$ cat src/rtl/mvd_pkg.sv
// Shared types for the move destination writeback block.
// Assumes a 16-bit data path with byte-wide prefix registers.
package mvd_pkg;
    localparam int DW      = 16;
    localparam int BW      = 8;
    localparam int NUM_ACC = 16;
    localparam int AW      = $clog2(NUM_ACC);
    localparam int NUM_PFX = 8;
    localparam int PW      = $clog2(NUM_PFX);
    localparam int NUM_DP  = 2;
    localparam int NUM_LC  = 2;
    localparam int OW      = 8;

    typedef enum logic [3:0] {
        DK_NONE, DK_ACC_IDX, DK_ACC_ACT, DK_AP, DK_PFX, DK_SP_PUSH,
        DK_SP, DK_LC, DK_FRM_MEM, DK_OFFS, DK_BP, DK_GR, DK_GRL,
        DK_GRH, DK_DP_MEM, DK_DP
    } dst_kind_e;

    typedef enum logic [1:0] {STEP_NONE, STEP_INC, STEP_DEC} step_e;

    typedef struct packed {
        dst_kind_e  kind;
        step_e      step;
        logic [3:0] idx;
        logic       wide;   // memory write is a word
    } dst_dec_t;
endpackage

$ cat src/rtl/mvd_decode.sv
// Destination decoder: maps a 7-bit code plus the extension flag to a
// destination kind, a pointer step, an index and the memory write width.
// Assumes the low nibble selects the group and the high three bits the
// index or mode. Codes that are not modelled decode to DK_NONE.
module mvd_decode
    import mvd_pkg::*;
(
    input  logic [6:0] code,
    input  logic       ext,
    input  logic       src_byte,
    output dst_dec_t   dec
);
    logic [2:0] hi;
    logic [3:0] lo;
    assign hi = code[6:4];
    assign lo = code[3:0];

    // Combinational group and mode decode.
    always_comb begin
        dec      = '{kind: DK_NONE, step: STEP_NONE, idx: 4'd0, wide: 1'b1};
        dec.wide = !src_byte;
        unique case (lo)
            4'b1001: begin
                dec.kind = DK_ACC_IDX;
                dec.idx  = {ext, hi};
            end
            4'b1010: if (!ext && hi == 3'b000) dec.kind = DK_ACC_ACT;
            4'b1000: if (!ext && hi == 3'b000) dec.kind = DK_AP;
            4'b1011: begin
                dec.kind = DK_PFX;
                dec.idx  = {1'b0, hi};
            end
            4'b1101: begin
                if (!ext) begin
                    if (hi == 3'b000) begin
                        dec.kind = DK_SP_PUSH;
                        dec.wide = 1'b1;
                    end else if (hi == 3'b001) begin
                        dec.kind = DK_SP;
                    end else if (hi[2:1] == 2'b11) begin
                        dec.kind = DK_LC;
                        dec.idx  = {3'b000, hi[0]};
                    end
                end
            end
            4'b1110: begin
                if (ext) begin
                    if (hi == 3'b001) dec.kind = DK_GRH;
                end else begin
                    unique case (hi)
                        3'b000: dec.kind = DK_FRM_MEM;
                        3'b001: begin
                            dec.kind = DK_FRM_MEM;
                            dec.step = STEP_INC;
                        end
                        3'b010: begin
                            dec.kind = DK_FRM_MEM;
                            dec.step = STEP_DEC;
                        end
                        3'b011: dec.kind = DK_OFFS;
                        3'b101: dec.kind = DK_GR;
                        3'b110: dec.kind = DK_GRL;
                        3'b111: dec.kind = DK_BP;
                        default: dec.kind = DK_NONE;
                    endcase
                end
            end
            4'b1111: begin
                if (!ext) begin
                    dec.idx = {3'b000, hi[2]};
                    unique case (hi[1:0])
                        2'b00: dec.kind = DK_DP_MEM;
                        2'b01: begin
                            dec.kind = DK_DP_MEM;
                            dec.step = STEP_INC;
                        end
                        2'b10: begin
                            dec.kind = DK_DP_MEM;
                            dec.step = STEP_DEC;
                        end
                        default: dec.kind = DK_DP;
                    endcase
                end
            end
            default: dec.kind = DK_NONE;
        endcase
    end
endmodule

$ cat src/rtl/mvd_width.sv
// Width converter: builds the 16-bit image of the source for 16-bit
// destinations and the byte image for 8-bit destinations.
// Assumes the high fill comes from prefix register 0 while the
// extension is armed, and is zero otherwise.
module mvd_width
    import mvd_pkg::*;
(
    input  logic [DW-1:0] src,
    input  logic          src_byte,
    input  logic          ext,
    input  logic [BW-1:0] pfx_hi,
    output logic [DW-1:0] word,
    output logic [BW-1:0] byte8
);
    logic [DW-BW-1:0] fill;

    // Select the high byte used when a byte is widened.
    always_comb fill = ext ? pfx_hi : '0;

    // Form the word and byte images.
    always_comb begin
        word  = src_byte ? {fill, src[BW-1:0]} : src;
        byte8 = src[BW-1:0];
    end
endmodule

$ cat src/rtl/mvd_regs.sv
// Register bank: accumulators, accumulator pointer, general register,
// loop counters and prefix registers. Writes take effect at the clock
// edge of the move. Assumes a decoded kind and index from mvd_decode.
module mvd_regs
    import mvd_pkg::*;
(
    input  logic          clk,
    input  logic          rst_n,
    input  logic          wr_en,
    input  dst_kind_e     kind,
    input  logic [3:0]    idx,
    input  logic [DW-1:0] word,
    input  logic [BW-1:0] byte8,
    input  logic [AW-1:0] rd_idx,
    output logic [DW-1:0] rd_data,
    output logic [AW-1:0] ap_q,
    output logic [DW-1:0] gr_q,
    output logic [DW-1:0] lc0_q,
    output logic [DW-1:0] lc1_q,
    output logic [BW-1:0] pfx0_q
);
    logic [DW-1:0] acc_q [NUM_ACC];
    logic [DW-1:0] lc_q  [NUM_LC];
    logic [BW-1:0] pfx_q [NUM_PFX];

    for (genvar g = 0; g < NUM_ACC; g++) begin : g_acc
        logic hit;
        // Accumulator g is hit by its index code or as the active one.
        always_comb hit = wr_en &&
            ((kind == DK_ACC_IDX && idx[AW-1:0] == AW'(g)) ||
             (kind == DK_ACC_ACT && ap_q == AW'(g)));
        // Load accumulator g.
        always_ff @(posedge clk) begin
            if (!rst_n)   acc_q[g] <= '0;
            else if (hit) acc_q[g] <= word;
        end
    end

    for (genvar g = 0; g < NUM_LC; g++) begin : g_lc
        // Load loop counter g.
        always_ff @(posedge clk) begin
            if (!rst_n) lc_q[g] <= '0;
            else if (wr_en && kind == DK_LC && idx[0] == 1'(g)) lc_q[g] <= word;
        end
    end

    for (genvar g = 0; g < NUM_PFX; g++) begin : g_pfx
        // Load prefix register g.
        always_ff @(posedge clk) begin
            if (!rst_n) pfx_q[g] <= '0;
            else if (wr_en && kind == DK_PFX && idx[PW-1:0] == PW'(g)) pfx_q[g] <= byte8;
        end
    end

    // Accumulator pointer takes the low bits of the byte image.
    always_ff @(posedge clk) begin
        if (!rst_n)                      ap_q <= '0;
        else if (wr_en && kind == DK_AP) ap_q <= byte8[AW-1:0];
    end

    // General register: whole word or one byte half.
    always_ff @(posedge clk) begin
        if (!rst_n) gr_q <= '0;
        else if (wr_en) begin
            unique case (kind)
                DK_GR:   gr_q <= word;
                DK_GRL:  gr_q[BW-1:0] <= byte8;
                DK_GRH:  gr_q[DW-1:BW] <= byte8;
                default: ;
            endcase
        end
    end

    assign rd_data = acc_q[rd_idx];
    assign lc0_q   = lc_q[0];
    assign lc1_q   = lc_q[1];
    assign pfx0_q  = pfx_q[0];

    AST_GRL_KEEPS_HIGH: assert property (@(posedge clk) disable iff (!rst_n)
        wr_en && kind == DK_GRL |=> gr_q[DW-1:BW] == $past(gr_q[DW-1:BW]));
    AST_GRH_KEEPS_LOW: assert property (@(posedge clk) disable iff (!rst_n)
        wr_en && kind == DK_GRH |=> gr_q[BW-1:0] == $past(gr_q[BW-1:0]));
    AST_NONE_KEEPS_REGS: assert property (@(posedge clk) disable iff (!rst_n)
        wr_en && kind == DK_NONE |=> $stable(gr_q) && $stable(ap_q));
endmodule

$ cat src/rtl/mvd_ptrs.sv
// Pointer unit: stack pointer, frame base and offset, data pointers and
// the registered memory write request. A pre-step and the write happen
// on the same edge; the issued address is the stepped pointer value.
module mvd_ptrs
    import mvd_pkg::*;
(
    input  logic          clk,
    input  logic          rst_n,
    input  logic          wr_en,
    input  dst_kind_e     kind,
    input  step_e         step,
    input  logic          sel,
    input  logic          wide,
    input  logic [DW-1:0] word,
    input  logic [BW-1:0] byte8,
    output logic [DW-1:0] sp_q,
    output logic [DW-1:0] bp_q,
    output logic [OW-1:0] offs_q,
    output logic [DW-1:0] dp0_q,
    output logic [DW-1:0] dp1_q,
    output logic          mem_we,
    output logic          mem_byte,
    output logic [DW-1:0] mem_addr,
    output logic [DW-1:0] mem_wdata
);
    logic [DW-1:0] dp_q [NUM_DP];
    logic [DW-1:0] dp_n [NUM_DP];
    logic [DW-1:0] sp_n, bp_n, addr_n;
    logic [OW-1:0] offs_n;
    logic          req;

    // Next pointer values and the request for this move.
    always_comb begin
        sp_n   = sp_q;
        bp_n   = bp_q;
        offs_n = offs_q;
        for (int i = 0; i < NUM_DP; i++) dp_n[i] = dp_q[i];
        req    = 1'b0;
        addr_n = '0;
        if (wr_en) begin
            unique case (kind)
                DK_SP_PUSH: begin
                    sp_n   = sp_q + 1'b1;
                    req    = 1'b1;
                    addr_n = sp_n;
                end
                DK_SP:   sp_n = word;
                DK_BP:   bp_n = word;
                DK_OFFS: offs_n = byte8;
                DK_FRM_MEM: begin
                    if (step == STEP_INC)      offs_n = offs_q + 1'b1;
                    else if (step == STEP_DEC) offs_n = offs_q - 1'b1;
                    req    = 1'b1;
                    addr_n = bp_q + DW'(offs_n);
                end
                DK_DP: dp_n[sel] = word;
                DK_DP_MEM: begin
                    if (step == STEP_INC)      dp_n[sel] = dp_q[sel] + 1'b1;
                    else if (step == STEP_DEC) dp_n[sel] = dp_q[sel] - 1'b1;
                    req    = 1'b1;
                    addr_n = dp_n[sel];
                end
                default: ;
            endcase
        end
    end

    // Pointer state registers.
    always_ff @(posedge clk) begin
        if (!rst_n) begin
            sp_q   <= '0;
            bp_q   <= '0;
            offs_q <= '0;
        end else begin
            sp_q   <= sp_n;
            bp_q   <= bp_n;
            offs_q <= offs_n;
        end
    end

    for (genvar g = 0; g < NUM_DP; g++) begin : g_dp
        // Data pointer g.
        always_ff @(posedge clk) begin
            if (!rst_n) dp_q[g] <= '0;
            else        dp_q[g] <= dp_n[g];
        end
    end

    // Registered memory write request, one cycle after the move.
    always_ff @(posedge clk) begin
        if (!rst_n) begin
            mem_we    <= 1'b0;
            mem_byte  <= 1'b0;
            mem_addr  <= '0;
            mem_wdata <= '0;
        end else begin
            mem_we    <= req;
            mem_byte  <= req && !wide;
            mem_addr  <= addr_n;
            mem_wdata <= wide ? word : {{(DW-BW){1'b0}}, byte8};
        end
    end

    assign dp0_q = dp_q[0];
    assign dp1_q = dp_q[1];

    AST_PUSH_STEP: assert property (@(posedge clk) disable iff (!rst_n)
        wr_en && kind == DK_SP_PUSH |=>
            mem_we && !mem_byte && sp_q == $past(sp_q) + 16'd1 && mem_addr == sp_q);
    AST_FRAME_ADDR: assert property (@(posedge clk) disable iff (!rst_n)
        wr_en && kind == DK_FRM_MEM |=> mem_we && mem_addr == bp_q + DW'(offs_q));
    AST_WE_NEEDS_MOVE: assert property (@(posedge clk) disable iff (!rst_n)
        mem_we |-> $past(wr_en));
    AST_BYTE_HIGH_ZERO: assert property (@(posedge clk) disable iff (!rst_n)
        mem_we && mem_byte |-> mem_wdata[DW-1:BW] == '0);
    AST_IDLE_KEEPS_PTRS: assert property (@(posedge clk) disable iff (!rst_n)
        !wr_en |=> $stable(sp_q) && $stable(offs_q) && $stable(dp0_q) && !mem_we);
endmodule

$ cat src/rtl/mvdst_writeback.sv
// Top of the move destination writeback. Holds the one-move extension
// flag, which a prefix write arms and any following move consumes, and
// connects decoder, width converter, register bank and pointer unit.
module mvdst_writeback
    import mvd_pkg::*;
(
    input  logic          clk,
    input  logic          rst_n,
    input  logic          mv_valid,
    input  logic [6:0]    mv_dst,
    input  logic [15:0]   mv_src,
    input  logic          mv_src_byte,
    input  logic [3:0]    acc_rd_idx,
    output logic [15:0]   acc_rd_data,
    output logic [3:0]    ap_q,
    output logic [15:0]   sp_q,
    output logic [15:0]   bp_q,
    output logic [7:0]    offs_q,
    output logic [15:0]   dp0_q,
    output logic [15:0]   dp1_q,
    output logic [15:0]   gr_q,
    output logic [15:0]   lc0_q,
    output logic [15:0]   lc1_q,
    output logic          ext_q,
    output logic          mem_we,
    output logic          mem_byte,
    output logic [15:0]   mem_addr,
    output logic [15:0]   mem_wdata
);
    dst_dec_t      dec;
    logic [DW-1:0] word;
    logic [BW-1:0] byte8;
    logic [BW-1:0] pfx0;

    mvd_decode u_decode (
        .code     (mv_dst),
        .ext      (ext_q),
        .src_byte (mv_src_byte),
        .dec      (dec)
    );

    mvd_width u_width (
        .src      (mv_src),
        .src_byte (mv_src_byte),
        .ext      (ext_q),
        .pfx_hi   (pfx0),
        .word     (word),
        .byte8    (byte8)
    );

    mvd_regs u_regs (
        .clk     (clk),
        .rst_n   (rst_n),
        .wr_en   (mv_valid),
        .kind    (dec.kind),
        .idx     (dec.idx),
        .word    (word),
        .byte8   (byte8),
        .rd_idx  (acc_rd_idx),
        .rd_data (acc_rd_data),
        .ap_q    (ap_q),
        .gr_q    (gr_q),
        .lc0_q   (lc0_q),
        .lc1_q   (lc1_q),
        .pfx0_q  (pfx0)
    );

    mvd_ptrs u_ptrs (
        .clk       (clk),
        .rst_n     (rst_n),
        .wr_en     (mv_valid),
        .kind      (dec.kind),
        .step      (dec.step),
        .sel       (dec.idx[0]),
        .wide      (dec.wide),
        .word      (word),
        .byte8     (byte8),
        .sp_q      (sp_q),
        .bp_q      (bp_q),
        .offs_q    (offs_q),
        .dp0_q     (dp0_q),
        .dp1_q     (dp1_q),
        .mem_we    (mem_we),
        .mem_byte  (mem_byte),
        .mem_addr  (mem_addr),
        .mem_wdata (mem_wdata)
    );

    // Extension flag: armed by a prefix write, consumed by the next move.
    always_ff @(posedge clk) begin
        if (!rst_n)        ext_q <= 1'b0;
        else if (mv_valid) ext_q <= (dec.kind == DK_PFX);
    end

    AST_EXT_ONE_SHOT: assert property (@(posedge clk) disable iff (!rst_n)
        mv_valid && mv_dst[3:0] != 4'b1011 |=> !ext_q);
    AST_EXT_ARMS: assert property (@(posedge clk) disable iff (!rst_n)
        mv_valid && mv_dst[3:0] == 4'b1011 |=> ext_q);
    AST_EXT_HOLDS: assert property (@(posedge clk) disable iff (!rst_n)
        !mv_valid |=> $stable(ext_q));
endmodule

$ cat config.mk
export PLATFORM = sky130hd
export DESIGN_NAME = mvdst_writeback
export DESIGN_NICKNAME = d
export VERILOG_FILES = /design/src/rtl/mvd_pkg.sv /design/src/rtl/mvd_decode.sv /design/src/rtl/mvd_width.sv /design/src/rtl/mvd_regs.sv /design/src/rtl/mvd_ptrs.sv /design/src/rtl/mvdst_writeback.sv
export SDC_FILE = /design/constraint.sdc
export NUM_CORES = 1
export LEC_CHECK = 0
export BUFFER_PORTS_ARGS = -buffer_cell sky130_fd_sc_hd__buf_2
export CAP_MARGIN = 20
export CORE_ASPECT_RATIO = 1.1
export CORE_MARGIN = 4
export CORE_UTILIZATION = 55
export DETAILED_ROUTE_END_ITERATION = 12
export PLACE_DENSITY = 0.79
export SYNTH_ARGS = -nofsm -noshare
export SYNTH_HDL_FRONTEND = slang
export SYNTH_SLANG_ARGS = --single-unit
$ cat constraint.sdc
create_clock -name clk -period 6.3 [get_ports clk]
set_input_delay 0.945 -clock clk [delete_from_list [all_inputs] [get_ports clk]]
set_output_delay 0.945 -clock clk [all_outputs]
set_load 0.02 [all_outputs]
== Yosys cells after proc, flatten, opt, wreduce, memory -nomap -nowiden ==
Memories as Yosys holds them, arrays and structs flattened.
Cells that the tools add are included.
Word-level totals
  bits in registers: 95
  memory bits (writable): 384
  input port bits: 31
  output and inout port bits: 175
  memories kept: 4
Cells by class
  add/sub/neg operators: 6
  $lt $le $gt $ge: 2
  eq/ne operators: 70
  multiplexer cells: 157
  bitwise logic cells: 30
  reduce and logical (&&, ||, !) cells: 102
Memory list
  u_regs.acc_q: depth 16, bits a word 16, read ports 1, clocked after Yosys merged registers in 0, wr ports 16, RTL line mvd_regs.sv:22  | logic [DW-1:0] acc_q [NUM_ACC];
  u_regs.pfx_q: depth 8, bits a word 8, read ports 1, clocked after Yosys merged registers in 0, wr ports 8, RTL line mvd_regs.sv:24  | logic [BW-1:0] pfx_q [NUM_PFX];
  u_ptrs.dp_q: depth 2, bits a word 16, read ports 3, clocked after Yosys merged registers in 0, wr ports 2, RTL line mvd_ptrs.sv:26  | logic [DW-1:0] dp_q [NUM_DP];
  u_regs.lc_q: depth 2, bits a word 16, read ports 2, clocked after Yosys merged registers in 0, wr ports 2, RTL line mvd_regs.sv:23  | logic [DW-1:0] lc_q [NUM_LC];
Operators by type and width (count)
  $mux W16: 25
  $eq A4 B4 Y1 const B: 31
  $mux W8: 14
  $bwmux W32: 3
  $mux W32: 3
  $mux W1: 86
  $logic_and A1 B1 Y1: 64
  $pmux W32 S2: 1
  $eq A4 B3 Y1 const B: 12
  $pmux W16 S3: 1
  $pmux W8 S2: 3
  $add A16 B1 Y16 const B: 2
  $pmux W16 S2: 1
  $or A1 B1 Y1: 28
  $pmux W4 S7: 1
  $eq A4 B2 Y1 const B: 6
  $mux W4: 6
  $eq A3 B3 Y1 const B: 7
  $pmux W4 S5: 1
  $add A16 B8 Y16: 1
  $demux W16 S1: 1
  $logic_or A1 B1 Y1: 16
  $pmux W4 S4: 1
  $sub A16 B1 Y16 const B: 1
  23 further kinds: 52

== Depth between registers and ports, before layout ==
Gate-level depths: netlist of run 1.
  word-level depth: 18
  depth in mapped cells: 20

== Hierarchy ==
Synthesis of run 1 repeated with hierarchy kept, for this count alone.
Second synthesis, totals
  cell total of the unflattened synthesis: 1923
  area total of the unflattened synthesis: 21425.5 um2
By module, submodules not included
  mvd_regs: instances 1, cells each 957, area an instance 13833.3 um2, sequential area each 9288.9 um2
  mvd_ptrs: instances 1, cells each 872, area an instance 6937.9 um2, sequential area each 2122.0 um2
  mvd_decode: instances 1, cells each 58, area an instance 384.1 um2, sequential area each 0.0 um2
  mvd_width: instances 1, cells each 31, area an instance 224.0 um2, sequential area each 0.0 um2
  mvdst_writeback: instances 1, cells each 5, area an instance 46.3 um2, sequential area each 20.0 um2

== Worst setup path before layout of run 1 ==
OpenSTA, ideal clock, no wires.
  path type: input port to flip-flop
  start: input port mv_dst[6]
  end: memory u_regs.acc_q[15][0], enable pin
  arrival: 4.196 ns
  required time: 5.889 ns
  path slack: 1.693 ns
  stages: 9
  buffers on the path: 1
  cell sequence: buf_2 mux2_2 a22o_1 a21o_1 or4_4 or3b_4 nor2_8 a31oi_4 o21ai_0
RTL lines
  start, declared: RTL line mvdst_writeback.sv:10  | input logic [6:0] mv_dst,
  end, declared: RTL line mvd_regs.sv:22

== Worst setup path after layout of run 1 ==
  start: input port mv_dst[1]
  end: register u_ptrs.mem_addr[10]
Between the ends
  longest elaborated chain between the ends: 14
  elaborated cells between the ends (all ways): 37
RTL lines
  parallel branches: the longest is 13 deep, another holds $mem_v2 Z2 W16
  $pmux W16 S3 (*): RTL line mvd_ptrs.sv:41  | unique case (kind)
  end signal, assigned: RTL line mvd_ptrs.sv:99  | mem_addr <= addr_n;
  end, declared: RTL line mvd_ptrs.sv:23  | output logic [DW-1:0] mem_addr,
Mark *: on every way between the ends. The select of a mux whose other input is x is not followed.
A chain may end at the register's enable or synchronous reset.

==> results of run 1 <==
-- cells by family (layout without fill, tap and decap cells) --
logic type / Yosys count / after routing
XOR/XNOR: 60 / 60
AND/OR/NAND/NOR: 858 / 858
buffers and inverters: 210 / 366
AO/OA/AOI/OAI: 368 / 368
flip-flops: 423 / 423
multiplexers: 123 / 123
other: 0 / 1
adder cells (fa/ha/maj): 14 / 14
-- registers in the layout, indices dropped and copies added, names as in the netlist --
signal,cells
u_ptrs.bp_q,16
u_ptrs.dp_q,32
u_ptrs.mem_we,1
u_ptrs.mem_addr,16
u_regs.gr_q,16
u_ptrs.mem_byte,1
u_ptrs.offs_q,8
ext_q,1
u_regs.ap_q,4
u_regs.lc_q,32
u_ptrs.mem_wdata,16
u_regs.pfx_q,8
u_regs.acc_q,256
u_ptrs.sp_q,16
-- power by group --
part,total (mW),leakage (nW),switching [mW],internal (mW)
registers,3.09,4.08,0.0411,3.04
logic,0.555,4.28,0.376,0.179
clock network,2.53,0.680,1.11,1.42
total,6.17,9.03,1.53,4.64
-- synthesized netlist by cell type, drive strengths merged, types with 14 or more instances --
cell,number
nor2,464
a211oi,16
o21ai,72
a31oi,23
nand3,72
o211ai,14
inv,33
nor3,42
nand2,160
and3,24
mux4,80
xnor2,30
buf,50
a21oi,116
dfxtp,127
mux2i,37
clkbuf,126
o22ai,21
xor2,30
edfxtp,296
a22oi,18
-- per-layer routing --
layer,part of all wire [%],GRT usage (%)
met2,48,56.5
met5,0.018,0
met3,12,7.25
met4,6.8,18.9
met1,33,42.2
-- through the flow --
stage                     total power [mW]  setup slack [ns]  instance area (um2)  instances  hold WS (ns)
after floorplan                       3.48              1.69                21500       2056         0.535
after global placement                3.67              1.59                22700       2630         0.447
after detailed placement              3.68              1.52                22800       2633         0.448
after CTS                             6.16              2.04                24200       2710         0.462
after global routing                  6.31              1.78                24200       2713         0.482
final                                 6.17              2.02                24200       2713         0.463
-- layout make-up --
cell class                 count  area [um2]  area share (%)
inverter                      34         128           0.528
tap                          500         626            2.59
antenna                        1        2.50          0.0103
clock inverter                26         203           0.838
timing repair buffer         255        1430            5.90
clock buffer                  51        1180            4.87
sequential                   423       11400            47.3
multi-input combinational   1423        9190            38.0
-- critical path, delay by kind of cell --
family / cells / cell delay [ns]
and+or+nand+nor: 9 / 1.65
AOI/OAI and AO/OA: 3 / 0.98
buffers and inverters: 2 / 0.70
adders and majority gates: 1 / 0.24
xor gates and xnor gates: 1 / 0.17
-- worst max path at each step --
stage,endpoint,cells past startpoint
finish,u_ptrs.mem_addr[10],16
global route,u_ptrs.mem_addr[12],16
CTS,acc_rd_data[11],5
detailed placement,u_ptrs.mem_addr[10],16
global placement,u_ptrs.mem_addr[10],16
floorplan,u_regs.acc_q[15][0],9
==> out/metrics.cfg, run 1 <==
[critical_path]
worstPathCellList=buf_2 -> and4bb_2 -> o2111a_1 -> nor2_4 -> buf_4 -> nand2_1 -> nand2_1 -> ha_1 -> nand4_1 -> nor3_1 -> nor2_1 -> nor4_1 -> xnor2_1 -> nor2_1 -> a222oi_1 -> a21oi_1
cp-start-kind=primary input
r2r_slack_ns=2.08
timing.rr.start=ext_q
crit_fanout=47
critPathCaptureType=flop
cp.required_ns=6.74
r2r-end=u_ptrs.mem_addr[10]
crit_arrival_ns=4.72
crit_type=primary input to flop
ff2ff_path_depth=16
startpoint=mv_dst[1]
cpMaxStageDelayCell=buf_4
critPathMaxStageDelay_ns=0.46

[floorplanning]
die_y_um=215
io_pins=206
coreArea_um2=38400
die_w_um=196
die_area_um2=42200
start_util_pct=55.9
rows=75

[grt]
grt_pass1_wl_um=110000
grt_overflow=0
grt_max_degree=79
grt_pass1_vias=17700
grt_usage_pct=34.3
antenna_found_initial=3

[sta]
slew_headroom_pct=15.8
fin_crit_sh_pct=67.9
max_freq_ghz=0.234
fin_crit_ns=4.28
finalSetupViolCount=0
worst_slew_pin_slew_ns=1.26
finalSetupTns_ns=0
rsz0062_at_grt=false
skew_ns=0.0144
maxSlewViolCount=0
hold_viol_final=0

[cts]
clockBufferDepth=3
clk_pin_slew_ns=0.06
cts_root_buf=clkbuf_16
ctsHoldBuffers=0
cts_buffers=43
tritoncts=done
h-tree-depth=2
post_cts_buffers=0
clkLatencyLatePin_ns=0.56
ctsResizeCount=0
cts_sinks=423

[logic_synthesis]
synth_nets=2101
synth_ff_type=edfxtp_1
syn_inst=2056
synth_compound_area_share_pct=11.2
synthTopCellsByArea=edfxtp_1 (41%), dfxtp_1 (12%), mux4_2 (8.4%), nor2_1 (7.9%), nand2_1 (2.8%)
ys_async_sr_fraction_pct=0
synth_area_per_cell_um2=10.4
synthMuxAreaShare_pct=10.4
synth_xor_area_share_pct=2.45
synth_area_leader_cell=edfxtp_1
ys_seq_area_share_pct=53.3
synth.top_cell.area_share_pct=41.4
synth_seq_cells=423
synth_edf_count=296
synth_fa_ha_area_share_pct=0.852
synth_simple_gate_area_share_pct=17.8
synth_top_family_by_area=simple AND/OR/NAND/NOR gates
ys_types=92
synth_area_um2=21500
ys.warnings.count=0

[finish]
area_growth_pct=12.7
fin_nets=2225
fill_cells=2960
drive_gt1_share_pct=20.3
final_common_cell=nor2_1
layout_common_cells=nor2_1 (451), edfxtp_1 (296), buf_2 (204), nand2_1 (160), dfxtp_1 (127)
post-route-util_pct=63.0

[status]
status=finished clean

[placement]
dpl.hpwl_um=50100
port_buffers=205
place.gp.congestion=0.999

[power_and_ir_drop]
p_leak_nw=9.03
power_density_nw_per_um2=255
ir_worst_vdd_uv=209

[routing]
vias=18200
ant_nets=0
routed_wl_um=74100
via_per_inst=6.69
drc=0
dr.pass1.iters=7
initialDrtViolationCount=2573
wl_per_cell_um=27.3

[min_path]
hold_path_depth=2
hp-start=u_regs.gr_q[6]
hold_end=u_regs.gr_q[6]
hold_class=flop to flop

[job]
maxCapViolCount=0

Note: power is estimated with default switching activity, not from simulation.
==> run 2: changes to the inputs <==
Clock period 6.3 ns to 4.4 ns, I/O delays scaled along.
==> run 2 against run 1 <==
  * Worst hold slack worse by 0.0066 ns
  * Design area is 1.3% higher
  * Clock power grew 44%
  * Register-to-register slack lost 1.4 ns
  * Wire length increased by 1.8%
  * Combinational power increased by 46%
  * Power up 44%
  * Global-route usage grew 0.43 points
==> out/metrics.cfg, run 2 (synthesis gave the netlist of run 1 again) <==
[grt]
grt_pass1_vias=18000  ; was 17,700
antenna_found_initial=5  ; was 3
grt_max_degree=62  ; was 79
grt_overflow=0  ; unchanged
grt_pass1_wl_um=112000  ; was 110,000 um
grt_usage_pct=34.7  ; was 34.3%

[placement]
dp_cells=2677  ; was 2,633
dpl.hpwl_um=51300  ; was 50,100 um
dpl_cell_area_um2=23100  ; was 22,800 um2
port_buffers=205  ; unchanged
place.gp.congestion=0.962  ; was 0.999

[finish]
fin_nets=2267  ; was 2,225
fin_cells=2758  ; was 2,713
top_register=u_regs.acc_q  ; unchanged
area_growth_pct=14.2  ; was 12.7%
reg.largest.list=u_regs.acc_q: 256 flops, u_ptrs.dp_q: 32 flops, u_regs.lc_q: 32 flops  ; unchanged
fill_cells=2926  ; was 2,960
drive_gt1_share_pct=21.3  ; was 20.3%
layout_common_cells=nor2_1 (451), edfxtp_1 (296), buf_2 (204), nand2_1 (160), dfxtp_1 (127)  ; unchanged
largest_reg_flops=256  ; unchanged
post-route-util_pct=63.8  ; was 63.0%
fin_area_um2=24500  ; was 24,200 um2
final_common_cell=nor2_1  ; unchanged

[critical_path]
r2r_slack_ns=0.71  ; was 2.08 ns
cp-start-kind=flop  ; was primary input
critPathCapture=u_ptrs.mem_addr[14]  ; was u_ptrs.mem_addr[10]
cp.required_ns=4.85  ; was 6.74 ns
crit_type=flop to flop  ; was primary input to flop
cpMaxStageDelayCell=o32ai_1  ; was buf_4
crit_fanout=8  ; was 47
timing.rr.start=ext_q  ; unchanged
cp_top_family=simple AND/OR/NAND/NOR gates  ; unchanged
ff2ff_path_depth=13  ; was 16
critPathMaxStageDelay_ns=0.52  ; was 0.46 ns
critPathCaptureType=flop  ; unchanged
critical_path_depth=13  ; was 16
startpoint=ext_q  ; was mv_dst[1]
crit_arrival_ns=4.14  ; was 4.72 ns
r2r-end=u_ptrs.mem_addr[14]  ; was u_ptrs.mem_addr[10]
worstPathCellList=nor4bb_1 -> and3_1 -> buf_4 -> or3_1 -> o32ai_1 -> xor2_1 -> ha_1 -> or3_1 -> o21ai_0 -> nor2_1 -> xor2_1 -> a21oi_1 -> o22ai_1  ; was buf_2 -> and4bb_2 -> o2111a_1 -> nor2_4 -> buf_4 -> nand2_1 -> nand2_1 -> ha_1 -> nand4_1 -> nor3_1 -> nor2_1 -> nor4_1 -> xnor2_1 -> nor2_1 -> a222oi_1 -> a21oi_1
critPathBufInv=1  ; was 2

[routing]
dr.pass1.iters=6  ; was 7
initialDrtViolationCount=2379  ; was 2,573
vias=18300  ; was 18,200
via_per_inst=6.64  ; was 6.69
drc=0  ; unchanged
ant_nets=0  ; unchanged
routed_wl_um=75400  ; was 74,100 um
wl_per_cell_um=27.3  ; about the same

[sta]
finalSetupViolCount=0  ; unchanged
max_freq_ghz=0.271
skew_ns=0.0396  ; was 0.0144 ns
worst_slew_pin_slew_ns=0.999  ; was 1.26 ns
slew_headroom_pct=33.4  ; was 15.8%
finalSetupTns_ns=0  ; unchanged
maxSlewViolCount=0  ; unchanged
hold_viol_final=0  ; unchanged
fin_crit_ns=3.69
rsz0062_at_grt=false  ; unchanged
fin_crit_sh_pct=83.9

[status]
status=finished clean  ; unchanged

[job]
maxCapViolCount=0  ; unchanged

[floorplanning]
start_util_pct=55.9  ; unchanged
io_pins=206  ; unchanged
die_w_um=196  ; unchanged
die_area_um2=42200  ; unchanged
rows=75  ; unchanged
die_y_um=215  ; unchanged
coreArea_um2=38400  ; unchanged

[cts]
ctsResizeCount=0  ; unchanged
clockBufferDepth=3  ; unchanged
clkLatencyLatePin_ns=0.60  ; was 0.56 ns
cts_buffers=43  ; unchanged
cts_sinks=423  ; unchanged
cts_root_buf=clkbuf_16  ; unchanged
post_cts_buffers=0  ; unchanged
ctsHoldBuffers=0  ; unchanged
clk_pin_slew_ns=0.07  ; was 0.06 ns
h-tree-depth=2  ; unchanged
tritoncts=done  ; unchanged

[power_and_ir_drop]
design_power_total_mw=8.87  ; was 6.17 mW
ir_worst_vdd_uv=290  ; was 209 uV
p_leak_nw=9.23  ; was 9.03 nW
power_density_nw_per_um2=362  ; was 255 nW/um2

[min_path]
hold_class=flop to flop  ; unchanged
hp-start=u_regs.gr_q[2]  ; was u_regs.gr_q[6]

## run 2: cell types whose count changed in the layout (fill, tap and decap cells not counted), sizes merged
cell / change
buf: +42
clkinvlp: -3
diode: +2
clkinv: -4
clkbuf: +8
## run 2: layout make-up
type,count,area [um2],share of cell area [%]
clock inverters,19,148,0.603
repair buffers,297,1760,7.17
flip-flops and latches,423,11400,46.7
inverters,34,128,0.521
well taps,500,626,2.55
multi-input cells,1423,9180,37.5
clock buffers,59,1220,4.98
diodes,3,7.51,0.0306
## run 2: worst min path at each step
stage               depth (start not counted)             end  slack (ns)
finish                                      2  u_regs.gr_q[2]        0.46
global route                                2  u_regs.gr_q[3]        0.50
CTS                                         2  u_regs.gr_q[4]        0.46
detailed placement                          2  u_regs.gr_q[4]        0.45
global placement                            2  u_regs.gr_q[2]        0.45
floorplan                                   2  u_regs.gr_q[0]        0.53
## run 2: per-stage QoR
step           hold WS (ns)  worst slack [ns]
2_1_floorplan         0.535            0.0777
3_3_place_gp          0.445             0.310
3_5_place_dp          0.449             0.236
4_1_cts               0.457             0.741
5_1_grt               0.498             0.429
6_report              0.456             0.710
## run 2: power by group
group	internal [mW]	switching [mW]
sequential	4.36	0.0583
combinational	0.269	0.543
clock	2.06	1.59
total	6.69	2.19
## run 2: routing by layer
layer  vias up  wire length, um  global-route usage (%)
met2      1400            36100                    57.1
met1      8764            25000                    42.0
li1       7821                -                       -
met5         -               17                       0
met3       331             8580                    7.56
met4         2             5760                    20.5
## run 2: worst reg2reg max path, stage by stage (launching register included)
cell	delay, ns
dfxtp_1	0.41
nor4bb_1	0.10
and3_1	0.31
buf_4	0.22
or3_1	0.36
o32ai_1	0.52
xor2_1	0.13
ha_1	0.24
or3_1	0.37
o21ai_0	0.35
nor2_1	0.11
xor2_1	0.17
a21oi_1	0.16
o22ai_1	0.09
==> run 3: changes to the inputs <==
Settings changed: ABC_AREA set to 1, CORE_UTILIZATION 55 to 54, PLACE_DENSITY 0.79 to 0.81.
Clock period 4.4 ns to 3.1 ns, I/O delays scaled along.
==> run 3 against run 2 <==
  * The run now ends with negative setup slack left
  * Final cell count up 25%
  * Global-route usage down 1.3 points
  * Non-clock buffer count up 147
  * Largest power group unchanged
==> out/metrics.cfg, run 3 <==
[cts]
clk_pin_slew_ns=0.06  ; was 0.07 ns
tritoncts=done  ; unchanged
cts_root_buf=clkbuf_16  ; unchanged
cts_buffers=44  ; was 43
h-tree-depth=2  ; unchanged
clkLatencyLatePin_ns=0.58  ; was 0.60 ns
cts_sinks=423  ; unchanged
clockBufferDepth=3  ; unchanged

[logic_synthesis]
syn_inst=2552  ; was 2,056
synth_area_leader_cell=edfxtp_1  ; unchanged
synth_edf_count=296  ; unchanged
ys_async_sr_fraction_pct=0  ; unchanged
synth_top_family_by_area=simple AND/OR/NAND/NOR gates  ; unchanged
synthTopCellsByArea=edfxtp_1 (41%), dfxtp_1 (12%), nor2_1 (7.0%), nand2_1 (6.5%), a21oi_1 (5.4%)  ; was edfxtp_1 (41%), dfxtp_1 (12%), mux4_2 (8.4%), nor2_1 (7.9%), nand2_1 (2.8%)
synth_most_common_cell=nor2_1  ; unchanged
ys_types=49  ; was 92
synth_compound_area_share_pct=15.2  ; was 11.2%
synth_fa_ha_area_share_pct=0.840  ; was 0.852%
synthMuxAreaShare_pct=2.94  ; was 10.4%
synth_area_per_cell_um2=8.53  ; was 10.4 um2
synth_ff_type=edfxtp_1  ; unchanged
synth_nets=2597  ; was 2,101
ys_seq_area_share_pct=52.5  ; was 53.3%
synth_simple_gate_area_share_pct=19.9  ; was 17.8%
ys.warnings.count=0  ; unchanged
synth_area_um2=21800  ; was 21,500 um2
synth_seq_cells=423  ; unchanged
synth.top_cell.area_share_pct=40.9  ; was 41.4%
synth_xor_area_share_pct=1.25  ; was 2.45%
synthTopCellsByCount=nor2_1 (408), nand2_1 (376), edfxtp_1 (296), inv_1 (251), a21oi_1 (234)  ; was nor2_1 (452), edfxtp_1 (296), nand2_1 (160), dfxtp_1 (127), clkbuf_1 (124)

[sta]
max_freq_ghz=0.305
slew_headroom_pct=34.6  ; was 33.4%
worst_slew_pin_slew_ns=0.979  ; was 0.999 ns
fin_crit_sh_pct=106
finalSetupViolCount=6  ; was 0
hold_ws_ns=0.262  ; was 0.456 ns
hold_viol_final=0  ; unchanged
maxSlewViolCount=0  ; unchanged
skew_ns=0.0119  ; was 0.0396 ns
rsz0062_at_grt=true  ; was false
fin_crit_ns=3.28
setup_slack_ns=-0.181  ; was 0.710 ns

[critical_path]
ff2ff_path_depth=26  ; was 13
r2r-end=u_ptrs.mem_addr[11]  ; was u_ptrs.mem_addr[14]
cp.required_ns=3.61  ; was 4.85 ns
critPathCapture=u_ptrs.mem_addr[11]  ; was u_ptrs.mem_addr[14]
critPathCaptureType=flop  ; unchanged
timing.rr.start=ext_q  ; unchanged
crit_fanout=7  ; was 8
startpoint=mv_dst[3]  ; was ext_q
crit_type=primary input to flop  ; was flop to flop
r2r_slack_ns=-0.15  ; was 0.71 ns
cp-start-kind=primary input  ; was flop
crit_arrival_ns=3.80  ; was 4.14 ns

[finish]
largest_reg_flops=256  ; unchanged
drive_gt1_share_pct=22.1  ; was 21.3%
top_register=u_regs.acc_q  ; unchanged
final_common_cell=nor2_1  ; unchanged
reg.largest.list=u_regs.acc_q: 256 flops, u_ptrs.dp_q: 32 flops, u_regs.lc_q: 32 flops  ; unchanged
area_growth_pct=23.3  ; was 14.2%
fin_nets=2955  ; was 2,267
fin_cells=3454  ; was 2,758
layout_common_cells=nor2_1 (405), nand2_1 (369), edfxtp_1 (296), inv_1 (242), a21oi_1 (224)  ; was nor2_1 (451), edfxtp_1 (296), buf_2 (204), nand2_1 (160), dfxtp_1 (127)
fill_cells=3020  ; was 2,926

[placement]
port_buffers=205  ; unchanged
dpl.hpwl_um=52500  ; was 51,300 um
place.gp.congestion=0.998  ; was 0.962
dp_cells=3343  ; was 2,677

[status]
violations=negative setup slack
status=finished, violations left  ; was finished clean

[grt]
grt_pass1_vias=20200  ; was 18,000
grt_usage_pct=33.4  ; was 34.7%
grt_overflow=0  ; unchanged
grt_max_degree=69  ; was 62
grt_pass1_wl_um=112000  ; about the same
antenna_found_initial=3  ; was 5

[floorplanning]
die_area_um2=43600  ; was 42,200 um2
die_w_um=199  ; was 196 um
start_util_pct=55.1  ; was 55.9%
coreArea_um2=39500  ; was 38,400 um2
io_pins=206  ; unchanged
die_y_um=219  ; was 215 um
rows=76  ; was 75

[routing]
initialDrtViolationCount=2235  ; was 2,379
wl_met2_um=35600  ; was 36,100 um
met1Wirelength_um=25400  ; was 25,000 um
drc=0  ; unchanged
top_layer_used=met5  ; unchanged
vias=20500  ; was 18,300
wl_met3_um=7950  ; was 8580 um
dr.pass1.iters=6  ; unchanged
routed_wl_um=74600  ; was 75,400 um
wl_per_cell_um=21.6  ; was 27.3 um
via_per_inst=5.94  ; was 6.64
ant_nets=0  ; unchanged

[job]
maxCapViolCount=0  ; unchanged

[power_and_ir_drop]
p_leak_nw=11.5  ; was 9.23 nW
power_density_nw_per_um2=497  ; was 362 nW/um2
ir_worst_vdd_uv=352  ; was 290 uV
design_power_total_mw=13.3  ; was 8.87 mW

[min_path]
hold_class=primary input to flop  ; was flop to flop

-- run 3: cell count changes after synthesis, sizes merged, moves of 27 or more --
cell    previous run  this run
nand2            160       407
inv               33       265
o21ai             72       236
a21oi            116       235
mux4              80         0
nand3             72       145
o211ai            14        77
clkbuf           126        86
nor2             464       428
nor3              42        10
mux2i             37        64
-- run 3: per-stage QoR --
stage          area (um2)  util, %  worst slack, ns  setup TNS (ns)
3_5_place_dp        24800     62.9           -0.815           -9.94
4_1_cts             26500     67.1          -0.0176         -0.0176
3_3_place_gp        24800     62.9           -0.730           -5.71
6_report            26800     68.0           -0.181          -0.851
5_1_grt             26800     68.0           -0.382           -2.48
2_1_floorplan       21800        -           -0.268          -0.852
-- run 3: final cells by class --
class                      instances  area [um2]  area share (%)
clock buffer                      63        1290            4.83
sequential                       423       11400            42.6
clock inverter                    19         255           0.952
tap                              507         634            2.37
antenna                            1        2.50         0.00933
timing repair buffer             444        3160            11.8
multi-input combinational       1722        9010            33.6
inverter                         275        1040            3.87
-- run 3: timing repair --
item	in CTS	in global routing
hold buffers	0	0
endpoints found under the setup margin	7	9
cloned	0	0
gates resized for setup	12	43
pin swaps	13	32
setup buffers	10	18
-- run 3: layer usage --
layer  global-route usage (%)  up-vias
li1                         -     9358
met1                     39.1     9604
met2                     54.9     1248
met3                     7.32      301
met4                     22.7        4
met5                        0        -
-- run 3: report_power, final --
group | internal [mW] | switching [mW]
logic | 0.473 | 1.02
registers | 6.18 | 0.0579
clock network | 3.28 | 2.32
-- run 3: cells by family after synthesis --
kind of cell             Yosys count
adder cells (fa/ha/maj)           14
flip-flops                       423
AO/OA/AOI/OAI                    599
multiplexers                      64
AND/OR/NAND/NOR                 1014
buffers and inverters            407
XOR/XNOR                          31
-- run 3: worst max-delay path: stages --
cell and delay (ns):
clkbuf_4 0.15, nand2_8 0.06, nor3_4 0.31, nand3_4 0.13
nand2_4 0.11, inv_4 0.04, nor2_4 0.11, buf_12 0.14
a21oi_4 0.04, inv_2 0.08, o21ai_1 0.08, a21oi_2 0.17
xor2_2 0.12, ha_1 0.32, inv_2 0.06, nor3_2 0.14
nand2_1 0.08, nand3_2 0.09, nand2_2 0.07, a21oi_2 0.15
nand2_1 0.09, nor2_2 0.17, buf_4 0.13, buf_4 0.10
o21ai_0 0.07, a21oi_1 0.15, a21oi_1 0.05, a21oi_1 0.12
-- run 3: worst min path at each step --
stage | from | end | slack [ns] | cells past startpoint
after floorplan | u_ptrs.bp_q[13] | u_ptrs.bp_q[13] | 0.55 | 2
after detailed placement | u_ptrs.bp_q[13] | u_ptrs.bp_q[13] | 0.51 | 2
after CTS | mv_src[7] | u_ptrs.offs_q[7] | 0.23 | 3
after global routing | mv_src[7] | u_ptrs.offs_q[7] | 0.24 | 3
final | mv_src[7] | u_ptrs.offs_q[7] | 0.26 | 3
after global placement | u_ptrs.bp_q[13] | u_ptrs.bp_q[13] | 0.51 | 2
